[src/rtl/gpio_chg_pkg.sv]
package gpio_chg_pkg;
  localparam int unsigned ADDR_W = 3;
  typedef logic [ADDR_W-1:0] reg_addr_t;

  // Snapshot (input port) registers start here, one per port.
  localparam int ADR_IN_BASE  = 0;
  // Direction registers start here, one per port.
  localparam int ADR_DIR_BASE = 2;

  // Auto-increment: stay in the register pair, flip the low address bit.
  function automatic reg_addr_t pair_next(input reg_addr_t a);
    return {a[ADDR_W-1:1], ~a[0]};
  endfunction
endpackage

[src/rtl/chg_pin_sync.sv]
module chg_pin_sync #(
  parameter int W      = 16,
  parameter int STAGES = 2
) (
  input  logic         clk,
  input  logic         rst_n,
  input  logic [W-1:0] d_i,
  output logic [W-1:0] q_o
);
  logic [W-1:0] stg_q [STAGES];

  genvar s;
  generate
    for (s = 0; s < STAGES; s++) begin : g_stage
      logic [W-1:0] stg_d;
      if (s == 0) begin : g_first
        assign stg_d = d_i;
      end else begin : g_next
        assign stg_d = stg_q[s-1];
      end
      always_ff @(posedge clk or negedge rst_n) begin
        if (!rst_n) stg_q[s] <= '0;
        else        stg_q[s] <= stg_d;
      end
    end
  endgenerate

  assign q_o = stg_q[STAGES-1];
endmodule

[src/rtl/chg_port_snap.sv]
module chg_port_snap #(
  parameter int W = 8
) (
  input  logic         clk,
  input  logic         rst_n,
  input  logic         prime_i,
  input  logic         cap_i,
  input  logic [W-1:0] live_i,
  input  logic [W-1:0] dir_i,
  output logic [W-1:0] snap_o,
  output logic         diff_o
);
  logic [W-1:0] snap_q, snap_d;
  logic         snap_en;

  assign snap_en = prime_i | cap_i;

  always_comb begin
    snap_d = snap_q;
    if (snap_en) snap_d = live_i;
  end

  always_ff @(posedge clk or negedge rst_n) begin
    if (!rst_n) snap_q <= '0;
    else        snap_q <= snap_d;
  end

  // Live compare: no memory, a pin returning to its snapshot clears itself.
  assign diff_o = |((live_i ^ snap_q) & dir_i);
  assign snap_o = snap_q;
endmodule

[src/rtl/chg_reg_ctrl.sv]
module chg_reg_ctrl
  import gpio_chg_pkg::*;
#(
  parameter int W  = 8,
  parameter int NP = 2
) (
  input  logic            clk,
  input  logic            rst_n,
  input  logic            rd_start_i,
  input  reg_addr_t       rd_addr_i,
  input  logic            rd_en_i,
  input  logic            wr_en_i,
  input  reg_addr_t       wr_addr_i,
  input  logic [W-1:0]    wr_data_i,
  input  logic [NP*W-1:0] live_i,
  output logic [NP-1:0]   cap_o,
  output logic [NP*W-1:0] dir_o,
  output reg_addr_t       eff_addr_o,
  output reg_addr_t       ptr_o,
  output logic [W-1:0]    rd_data_o
);
  reg_addr_t    ptr_q, ptr_d, eff_addr;
  logic [W-1:0] rdat_q, rdat_d, rd_mux;
  logic [NP*W-1:0] dir_q;

  assign eff_addr = rd_start_i ? rd_addr_i : ptr_q;

  always_comb begin
    ptr_d = ptr_q;
    if (rd_en_i)         ptr_d = pair_next(eff_addr);
    else if (rd_start_i) ptr_d = rd_addr_i;
  end

  always_comb begin
    rd_mux = '0;
    for (int p = 0; p < NP; p++) begin
      if (eff_addr == reg_addr_t'(ADR_IN_BASE + p))  rd_mux = live_i[p*W +: W];
      if (eff_addr == reg_addr_t'(ADR_DIR_BASE + p)) rd_mux = dir_q[p*W +: W];
    end
  end

  always_comb begin
    rdat_d = rdat_q;
    if (rd_en_i) rdat_d = rd_mux;
  end

  always_ff @(posedge clk or negedge rst_n) begin
    if (!rst_n) begin
      ptr_q  <= '0;
      rdat_q <= '0;
    end else begin
      ptr_q  <= ptr_d;
      rdat_q <= rdat_d;
    end
  end

  genvar gp;
  generate
    for (gp = 0; gp < NP; gp++) begin : g_port
      localparam reg_addr_t IN_A  = reg_addr_t'(ADR_IN_BASE + gp);
      localparam reg_addr_t DIR_A = reg_addr_t'(ADR_DIR_BASE + gp);
      logic         dir_en;
      logic [W-1:0] dir_d;

      assign cap_o[gp] = rd_en_i && (eff_addr == IN_A);
      assign dir_en    = wr_en_i && (wr_addr_i == DIR_A);

      always_comb begin
        dir_d = dir_q[gp*W +: W];
        if (dir_en) dir_d = wr_data_i;
      end

      always_ff @(posedge clk or negedge rst_n) begin
        if (!rst_n) dir_q[gp*W +: W] <= '1;
        else        dir_q[gp*W +: W] <= dir_d;
      end
    end
  endgenerate

  assign dir_o      = dir_q;
  assign eff_addr_o = eff_addr;
  assign ptr_o      = ptr_q;
  assign rd_data_o  = rdat_q;
endmodule

[src/rtl/gpio_chg_irq.sv]
module gpio_chg_irq
  import gpio_chg_pkg::*;
#(
  parameter int PORT_W      = 8,
  parameter int SYNC_STAGES = 2
) (
  input  logic                  clk_i,
  input  logic                  rst_ni,
  input  logic [2*PORT_W-1:0]   pins_i,
  input  logic                  rd_start_i,
  input  logic [ADDR_W-1:0]     rd_addr_i,
  input  logic                  rd_en_i,
  output logic [PORT_W-1:0]     rd_data_o,
  input  logic                  wr_en_i,
  input  logic [ADDR_W-1:0]     wr_addr_i,
  input  logic [PORT_W-1:0]     wr_data_i,
  output logic                  irq_pd_o
);
  localparam int NP       = 2;
  localparam int PINS     = NP * PORT_W;
  localparam int PRIME_N  = SYNC_STAGES + 1;
  localparam int PRIME_W  = $clog2(PRIME_N + 1);

  // Reset: asserted at once, released after two edges.
  logic [1:0] rst_sync_q;
  logic       rst_sync_n;
  always_ff @(posedge clk_i or negedge rst_ni) begin
    if (!rst_ni) rst_sync_q <= '0;
    else         rst_sync_q <= {rst_sync_q[0], 1'b1};
  end
  assign rst_sync_n = rst_sync_q[1];

  // Priming phase: snapshots follow the synchronized pins.
  logic [PRIME_W-1:0] prime_q, prime_d;
  logic               priming;
  assign priming = (prime_q != '0);
  always_comb begin
    prime_d = prime_q;
    if (priming) prime_d = prime_q - PRIME_W'(1);
  end
  always_ff @(posedge clk_i or negedge rst_sync_n) begin
    if (!rst_sync_n) prime_q <= PRIME_W'(PRIME_N);
    else             prime_q <= prime_d;
  end

  logic [PINS-1:0] pins_sync;
  chg_pin_sync #(.W(PINS), .STAGES(SYNC_STAGES)) u_sync (
    .clk   (clk_i),
    .rst_n (rst_sync_n),
    .d_i   (pins_i),
    .q_o   (pins_sync)
  );

  logic [NP-1:0]   cap;
  logic [PINS-1:0] dir_all;
  reg_addr_t       eff_addr, ptr;

  chg_reg_ctrl #(.W(PORT_W), .NP(NP)) u_regs (
    .clk        (clk_i),
    .rst_n      (rst_sync_n),
    .rd_start_i (rd_start_i),
    .rd_addr_i  (rd_addr_i),
    .rd_en_i    (rd_en_i),
    .wr_en_i    (wr_en_i),
    .wr_addr_i  (wr_addr_i),
    .wr_data_i  (wr_data_i),
    .live_i     (pins_sync),
    .cap_o      (cap),
    .dir_o      (dir_all),
    .eff_addr_o (eff_addr),
    .ptr_o      (ptr),
    .rd_data_o  (rd_data_o)
  );

  logic [NP-1:0]   port_diff;
  logic [PINS-1:0] snap_all;

  genvar gp;
  generate
    for (gp = 0; gp < NP; gp++) begin : g_snap
      chg_port_snap #(.W(PORT_W)) u_snap (
        .clk     (clk_i),
        .rst_n   (rst_sync_n),
        .prime_i (priming),
        .cap_i   (cap[gp]),
        .live_i  (pins_sync[gp*PORT_W +: PORT_W]),
        .dir_i   (dir_all[gp*PORT_W +: PORT_W]),
        .snap_o  (snap_all[gp*PORT_W +: PORT_W]),
        .diff_o  (port_diff[gp])
      );
    end
  endgenerate

  assign irq_pd_o = !priming && (|port_diff);
endmodule

[config.mk]
export PLATFORM = sky130hd
export DESIGN_NAME = gpio_chg_irq
export DESIGN_NICKNAME = d
export VERILOG_FILES = /design/src/rtl/gpio_chg_pkg.sv /design/src/rtl/chg_pin_sync.sv /design/src/rtl/chg_port_snap.sv /design/src/rtl/chg_reg_ctrl.sv /design/src/rtl/gpio_chg_irq.sv
export SDC_FILE = /design/constraint.sdc
export NUM_CORES = 1
export LEC_CHECK = 0
export BUFFER_PORTS_ARGS = -buffer_cell sky130_fd_sc_hd__buf_2
export CORE_MARGIN = 2
export CORE_UTILIZATION = 58
export CTS_BUF_LIST = sky130_fd_sc_hd__clkbuf_4
export CTS_CLUSTER_SIZE = 14
export DETAILED_ROUTE_END_ITERATION = 8
export PLACE_DENSITY = 0.8
export SLEW_MARGIN = 20
export SYNTH_ARGS = -nofsm -noshare
export SYNTH_HDL_FRONTEND = slang
export SYNTH_SLANG_ARGS = --single-unit
[constraint.sdc]
create_clock -name clk_i -period 3.44 [get_ports clk_i]
set_clock_uncertainty 0.15 [all_clocks]
set_input_delay 0.344 -clock clk_i [delete_from_list [all_inputs] [get_ports clk_i]]
set_output_delay 0.344 -clock clk_i [all_outputs]
set_load 0.005 [all_outputs]
==> results.txt <==
Sum Neg Setup Slack: 0 ps
drt total wl: 6286 µm
number of enable flip-flop cells after synthesis: 0
register-to-register setup slack: 1260 ps
mean instance size in the synthesized netlist: 15.45 µm²
final weighted congestion in routability-driven placement: 0.7694
clock edge transition at the registers on the reported setup and hold paths: 110 ps
Worst Max-Slew Pin Slew: 651.5 ps
library cell with the highest instance count after synthesis: sky130_fd_sc_hd__dfrtp_1
antenna violations before repair: 0
kind of critical path: primary input to flip-flop
number of setup buffers added after CTS: 0
H-tree level count: 3
top-level port count: 44
sequential share of the synthesized area: 62.84%
startpoint type of the worst setup path: primary input
layout net count: 313
floorplan die width: 78.07 µm
cell count after synthesis: 206
Critical Path, Cell by Cell: dlygate4sd3_1 > buf_2 > bufinv_8 > or2_1 > o31a_1 > mux2_4
first element of the critical path: rd_en_i
CP arrival: 2540 ps
hold buffer count at cts: 24
remaining global-route overflow: 0
number of fill cells in the layout: 341
Post-Syn Area: 0.003182 mm²
slowest cell on the critical path: sky130_fd_sc_hd__o31a_1
sort of element at the end of the critical path: flip-flop
fraction of final layout cells sized beyond drive strength 1: 35.11%
part of the total power dissipated in sequential elements: 54.6%
net switching power: 0.0005824 W
part of the total power dissipated in the clock network: 26.4%
all-layer global routing usage: 22.73%
die outline area: 0.006094 mm²
proportion of register bits with asynchronous set or reset after synthesis: 100.0%
worst hold margin: 19.25 ps
Port Buffers: 43
starting density of the core: 61.13%
CP required: 3590 ps
Worst Path Max Fanout: 10
highest ir drop seen on vdd: 0.3262 mV
number of distinct library cells after synthesis: 30
count of antenna-violating nets left after detailed routing: 0
PostCTS Resize Cnt: 0
TritonCTS clock tree: done
origin of the critical flop-to-flop path: u_regs.ptr_o[2]$_DFF_PN0_
number of failing setup endpoints in the final timing report: 0
maximum single-stage delay on the critical path: 570 ps
top area cells in the synthesized netlist: sky130_fd_sc_hd__dfrtp_1, sky130_fd_sc_hd__dfstp_2, sky130_fd_sc_hd__mux2_4
DR iter-0 viols: 140
class of the tightest hold or removal check: primary input to flip-flop
achievable frequency: 418.8 MHz
clock insertion delay at the later pin of the skew report: 410 ps
Root Buffer Master: sky130_fd_sc_hd__clkbuf_4
post-layout minimum cycle time: 2388 ps
largest net degree at the start of global routing: 54
internal power contribution: 0.001684 W
clk sink count: 79
setup repair after global routing missed its margin: false
buffer depth of the longest clock path: 2
vias in the first global route: 2,055
critical path endpoint: g_snap[0].u_snap.snap_o[6]$_DFFE_PN0P_
site row count: 26
Antenna diodes: 0
destination of the worst register-to-register timing path: g_snap[0].u_snap.snap_o[6]$_DFFE_PN0P_
via/cell ratio: 5.591
number of max-cap violations: 0
post-detailed-placement half-perimeter wirelength: 3999 µm
Inserted Clock Buffers: 9
fraction of post-synthesis cell area in the top cell type by area: 47.97%
most frequently used flop master after synthesis: sky130_fd_sc_hd__dfrtp_1
top cell types by occurrence after synthesis: sky130_fd_sc_hd__dfrtp_1, sky130_fd_sc_hd__dfstp_2, sky130_fd_sc_hd__mux2_4, sky130_fd_sc_hd__mux2_1, sky130_fd_sc_hd__xor2_1
Reg2Reg Depth: 4
headroom to the max-slew limit: 56.34%
Final Hold Vio Count: 0
die span in y: 78.07 µm
share of total power in combinational logic: 19.1%
max-slew violations: 0
total of warnings raised by yosys: 0
global-route wire length before repair: 10,320 µm
vias: 1,968
Syn Nets: 242
routed length per placed instance: 17.86 µm
static leakage power: 1.783 nW
CORE AREA: 0.005205 mm²
Final Cycle Share: 69.41%
library cell with the largest summed area after synthesis: sky130_fd_sc_hd__dfrtp_1
Initial DRT Pass Iterations: 4
DRC violations left: 0
switching power share of the total: 25.70%
number of synthesized register bits: 79
total power density per cell area: 590.7 mW/mm²
layout overhead on the synthesized area: 20.57%
run status: complete, no violations
[kinds of logic after synthesis]
logic type / share of synthesized area (%)
other cells: 0.1179
mux: 17.54
compound gates: 9.596
simple gates: 1.691
buf+inv: 2.871
xor+xnor: 4.955
flops: 62.84
fa+ha+maj: 0.3932
[state kept, by name, summed over array words and instances (netlist names)]
register and flops:
g_snap.u_snap.snap_o 16, u_regs.dir_o 16, u_sync.g_stage.stg_d 16, u_sync.q_o 16, u_regs.rd_data_o 8, u_regs.ptr_o 3
prime_q 2, rst_sync_q 2
[critical path, delay by kind of cell]
family          cells  cell delay (ps)
buf+inv             3              900
compound gates      1              570
simple gates        1              380
mux                 1              350
[routing by layer]
| layer | wire [µm] | part of all wire, % | GRT usage (%) |
|---|---|---|---|
| met4 | 118 | 1.9 | 10.00 |
| met1 | 2833 | 45 | 31.62 |
| met2 | 3058 | 49 | 35.17 |
| met3 | 275 | 4.4 | 4.483 |
| met5 | 0 | 0 | 0 |
[worst min-delay path by stage]
stage            startpoint                            to  slack [ps]  cells past startpoint
6_report       wr_data_i[4]   u_regs.dir_o[4]$_DFFE_PN1P_          20                      2
5_1_grt        wr_data_i[4]   u_regs.dir_o[4]$_DFFE_PN1P_          10                      2
4_1_cts        wr_data_i[4]  u_regs.dir_o[12]$_DFFE_PN1P_           1                      2
3_5_place_dp         rst_ni       rst_sync_q[0]$_DFF_PN0_         -20                      1
3_3_place_gp         rst_ni       rst_sync_q[0]$_DFF_PN0_         -20                      1
2_1_floorplan        rst_ni       rst_sync_q[0]$_DFF_PN0_        -100                      0
[power groups by stage]
stage	clock [W]	sequential [W]	combinational, W
after floorplan	0	0.00122	0.000317
after CTS	0.000610	0.00123	0.000433
after global placement	0	0.00125	0.000396
after global routing	0.000653	0.00125	0.000474
final	0.000598	0.00124	0.000432
after detailed placement	0	0.00125	0.000412
[per-stage QoR]
stage          setup slack (ps)  utilization [%]  instance area (µm²)  total power (W)  std cells
2_1_floorplan             958.4                -                 3182         0.001539        206
3_3_place_gp               1166            66.11                 3441         0.001645        312
3_5_place_dp               1110            66.11                 3441         0.001661        312
4_1_cts                    1117            73.70                 3836         0.002278        352
5_1_grt                   997.5            73.70                 3836         0.002382        352
6_report                   1052            73.70                 3836         0.002266        352
[layout make-up]
cell class	count	area [µm²]	area share [%]
repair buffers	69	470.5	12.26
inverters	3	25.02	0.6523
well taps	70	87.58	2.283
flip-flops and latches	79	2001	52.15
clock buffers	11	82.58	2.153
clock inverters	5	72.57	1.892
multi-input cells	115	1097	28.60
[cells in the final DEF, fill, tap and decap left out, types with 2 or more instances in the layout]
cell and n:
sky130_fd_sc_hd__a21oi_1 8, sky130_fd_sc_hd__a22oi_1 8, sky130_fd_sc_hd__buf_2 43, sky130_fd_sc_hd__buf_4 2, sky130_fd_sc_hd__bufinv_16 2, sky130_fd_sc_hd__clkbuf_4 11, sky130_fd_sc_hd__clkinv_1 2, sky130_fd_sc_hd__dfrtp_1 60
sky130_fd_sc_hd__dfstp_2 18, sky130_fd_sc_hd__dlygate4sd3_1 24, sky130_fd_sc_hd__inv_1 2, sky130_fd_sc_hd__mux2_1 16, sky130_fd_sc_hd__mux2_2 2, sky130_fd_sc_hd__mux2_4 17, sky130_fd_sc_hd__mux2i_1 10, sky130_fd_sc_hd__nand4_1 2
sky130_fd_sc_hd__o21ai_0 2, sky130_fd_sc_hd__o21ai_1 6, sky130_fd_sc_hd__o22a_1 8, sky130_fd_sc_hd__o2bb2ai_1 8, sky130_fd_sc_hd__o31a_1 2, sky130_fd_sc_hd__xnor2_1 2, sky130_fd_sc_hd__xor2_1 16
No activity file was read; power rests on OpenSTA's default activity.
